`src/rtl/irx_mode_seq.sv`:
```
module irx_mode_seq #(
  parameter int CLK_PERIOD_PS = 20000,
  parameter int T_EDGE_PS     = 25000,
  parameter int T_PULSE_PS    = 50000,
  parameter int T_HOLD_PS     = 100000,
  parameter int T_QUAL_PS     = 400000000
) (
  input  logic clk,
  input  logic rst_n,
  input  logic start_i,
  input  logic fir_i,
  input  logic tx_data_i,
  output logic sd_o,
  output logic txd_o,
  output logic busy_o,
  output logic done_o,
  output logic mode_o
);
  localparam int C_EDGE   = T_EDGE_PS / CLK_PERIOD_PS + 1;
  localparam int C_PULSE  = T_PULSE_PS / CLK_PERIOD_PS + 1;
  localparam int C_HOLD   = T_HOLD_PS / CLK_PERIOD_PS + 1;
  localparam int C_QUAL   = T_QUAL_PS / CLK_PERIOD_PS + 1;
  localparam int C_SIR_HI = (C_EDGE > C_PULSE) ? C_EDGE : C_PULSE;
  localparam int C_FIR_TX = (C_EDGE > C_PULSE - C_EDGE) ? C_EDGE : C_PULSE - C_EDGE;
  localparam int C_MAX_A  = (C_SIR_HI > C_FIR_TX) ? C_SIR_HI : C_FIR_TX;
  localparam int C_MAX    = (C_MAX_A > C_HOLD) ? C_MAX_A : C_HOLD;
  localparam int CW       = $clog2(C_MAX + 1);

  typedef enum logic [1:0] {S_IDLE, S_SDHI, S_TXHI, S_HOLD} st_t;

  st_t           st;
  logic [CW-1:0] cnt;
  logic          fir_q, mode_q, done_q;
  logic          last;

  assign last   = (cnt == '0);
  assign busy_o = (st != S_IDLE);
  assign sd_o   = (st == S_SDHI) || (st == S_TXHI);
  assign txd_o  = (st == S_IDLE) ? tx_data_i
                                 : ((st == S_TXHI) || ((st == S_HOLD) && fir_q));
  assign done_o = done_q;
  assign mode_o = mode_q;

  always_ff @(posedge clk or negedge rst_n) begin
    if (!rst_n) begin
      st     <= S_IDLE;
      cnt    <= '0;
      fir_q  <= 1'b0;
      mode_q <= 1'b0;
      done_q <= 1'b0;
    end else begin
      done_q <= 1'b0;
      case (st)
        S_IDLE: if (start_i) begin
          st    <= S_SDHI;
          fir_q <= fir_i;
          cnt   <= fir_i ? CW'(C_EDGE - 1) : CW'(C_SIR_HI - 1);
        end
        S_SDHI: if (!last) cnt <= cnt - 1'b1;
          else if (fir_q) begin
            st  <= S_TXHI;
            cnt <= CW'(C_FIR_TX - 1);
          end else begin
            st     <= S_HOLD;
            cnt    <= CW'(C_HOLD - 1);
            mode_q <= 1'b0;
          end
        S_TXHI: if (!last) cnt <= cnt - 1'b1;
          else begin
            st     <= S_HOLD;
            cnt    <= CW'(C_HOLD - 1);
            mode_q <= 1'b1;
          end
        default: if (!last) cnt <= cnt - 1'b1;
          else begin
            st     <= S_IDLE;
            done_q <= 1'b1;
          end
      endcase
    end
  end
endmodule


```
`config.mk`:
```
export PLATFORM = sky130hd
export DESIGN_NAME = irx_mode_seq
export DESIGN_NICKNAME = d
export VERILOG_FILES = /design/src/rtl/irx_mode_seq.sv
export SDC_FILE = /design/constraint.sdc
export NUM_CORES = 1
export LEC_CHECK = 0
export CAP_MARGIN = 20
export CORE_MARGIN = 3
export CORE_UTILIZATION = 40
export DETAILED_ROUTE_END_ITERATION = 7
export GPL_ROUTABILITY_DRIVEN = 0
export PLACE_DENSITY = 0.63
export SETUP_SLACK_MARGIN = 0.2
export SLEW_MARGIN = 40
export SYNTH_ARGS = -nofsm -noshare
export SYNTH_HDL_FRONTEND = slang
export SYNTH_SLANG_ARGS = --single-unit
```
`constraint.sdc`:
```
create_clock -name clk -period 2.45 [get_ports clk]
set_input_delay 0.3675 -clock clk [delete_from_list [all_inputs] [get_ports clk]]
set_output_delay 0.3675 -clock clk [all_outputs]
set_load 0.1 [all_outputs]
```
==> results.cfg <==
[finish]
drive_gt1_frac = 0.211
synthToLayoutAreaGrowth_pct = 24.2
diodes = 0
final_nets = 85

[clocking]
cts.reportedPaths.clkPinSlew_ns = 0.05
cts_buffers = 3
clkLatencyLatePin_ns = 0.25
htreeDepth = 1
cts_root_buf = clkbuf_4
hold_buffers = 0
cts.sinks = 8
cts_tree = yes
ctsResizeCount = 0
ctsLongestPathBuffers = 2
cts_setup_buffers = 0

[job]
maxCapViolations = 0

[placed_design]
place.detailed.hpwl_um = 748
portBuffers = 9

[setup_path]
critical_path.endpoint_type = output pin
cp-start-kind = flop
ff2ff_path_depth = 5
worstPathRequired_ns = 2.08
cp_max_fo = 7
worstPathArrival_ns = 1.53
crit_type = reg -> out

[die]
core_mm2 = 0.00120
dieWidth_um = 43.2
die_y_um = 43.2
ios = 10
row_count = 12
die_area_mm2 = 0.00187
start_util = 0.461

[routing]
met2_length_um = 350
wl_per_cell_um = 11.4
final_antenna_net_count = 0
drt_iter0_markers = 6
viasPerCell = 5.11
route.met3.wl_um = 48
drcViolationCount = 0
first_pass_iters = 4
wl_um = 970
wl_met1_um = 541
via_count = 434
highest_layer = met4

[synth]
synthTopCellsByArea = dfrtp_1, ha_1, mux2_2
synth_area_um2 = 554
synth_edf_count = 0
syn_inst = 59
synth_top_area_share = 0.361
syn-num-nets = 71
syn_avg_cell_area_um2 = 9.39
synth-async-reset-ratio = 1.00
yosysMostFrequentCell = dfrtp_1
synth_commonest_cells = dfrtp_1, ha_1, a21oi_1, nor2_1, nand2_1
synthDistinctLibCells = 23
yosysSeqAreaShare = 0.361
synth_seq_cells = 8
synth_area_leader_cell = dfrtp_1
yosys_most_used_dff = dfrtp_1
yosys_warnings = 0

[global_route]
grt_pass1_wl_mm = 1.79
grt_antenna_before_repair = 0
groute.usage.overall = 0.131
grt_pass1_vias = 400
grt_start_max_net_pins = 10
grt_remaining_overflow = 0

[timing]
max-slew-margin-rel = 0.750
fin_skew_ns = 0.000277
hold_viol_final = 0
period_share = 0.774
clock.fmax_ghz = 0.527
finalSetupTns_ns = 0
setup_violations = 0
worstMarginPinSlew_ns = 0.374
grt_setup_unrepaired = no
report.final.slew_viol_count = 0
min_period_ns = 1.90

[hold_path]
hold_path_class = in -> async

[run_status]
outcome = complete, no violations
[layer usage]
metal,vias up,GRT usage
met1,189,0.190
met3,4,0.0127
met5,-,0
met2,11,0.159
li1,230,-
met4,0,0.127
[registers in the layout, summed over array words and instances (netlist names)]
signal,flops
cnt,3
done_o,1
fir_q,1
mode_o,1
st,2
[critical path, cell delays in order (launching register included)]
cell and delay, ns:
dfrtp_1 0.42, inv_1 0.11, ha_1 0.36, nand2_1 0.11
o21ai_2 0.10, buf_12 0.19
[per-stage QoR]
step	hold WS, ns	cells	utilization	worst slack, ns	area [µm²]
after floorplan	0.0719	59	-	0.469	558
final	0.387	85	0.573	0.553	688
after CTS	0.385	85	0.573	0.525	688
after global placement	0.483	82	0.554	0.722	666
after detailed placement	0.481	82	0.554	0.683	666
after global routing	0.394	85	0.573	0.419	688
[cells in the final DEF, fill, tap and decap left out, types with 2 or more instances in the layout]
master	instances
clkbuf_4	3
clkdlybuf4s50_1	4
mux2_2	3
nor2b_1	2
inv_1	4
buf_4	4
ha_1	7
nand2b_1	2
dfrtp_1	8
o21ai_1	2
a21oi_1	6
nand2_1	5
nor2_1	6
[final timing paths]
check | from | end | slack [ns]
min in group clk | cnt[0]$_DFFE_PN0P_ | cnt[0]$_DFFE_PN0P_ | 0.49
max in group asynchronous | rst_n | st[1]$_DFFE_PN0P_ | 1.82
hold / removal | rst_n | cnt[1]$_DFFE_PN0P_ | 0.39
setup reg to reg | st[0]$_DFFE_PN0P_ | cnt[1]$_DFFE_PN0P_ | 0.67
setup / recovery | st[1]$_DFFE_PN0P_ | txd_o | 0.55
hold reg to reg | cnt[0]$_DFFE_PN0P_ | cnt[0]$_DFFE_PN0P_ | 0.49
[logic make-up (layout without fill, tap and decap cells)]
family                   count (synthesis)  in the layout  share of synthesized area
multiplexers                             4              4                     0.0813
AO/OA/AOI/OAI                           15             15                      0.181
adder cells (fa/ha/maj)                  7              7                      0.158
buffers and inverters                    5             17                     0.0338
AND/OR/NAND/NOR                         20             20                      0.185
flip-flops                               8              8                      0.361
[cell type report]
class	count	area, µm²
Fill cell	114	513
Inverter	5	18.8
Timing Repair Buffer	9	90.1
Clock buffer	3	22.5
Multi-Input combinational cell	46	339
Sequential cell	8	200
Tap cell	14	17.5
Power is not shown: default switching activity piles up to over one toggle a cycle in this logic, so the estimate is an artifact.
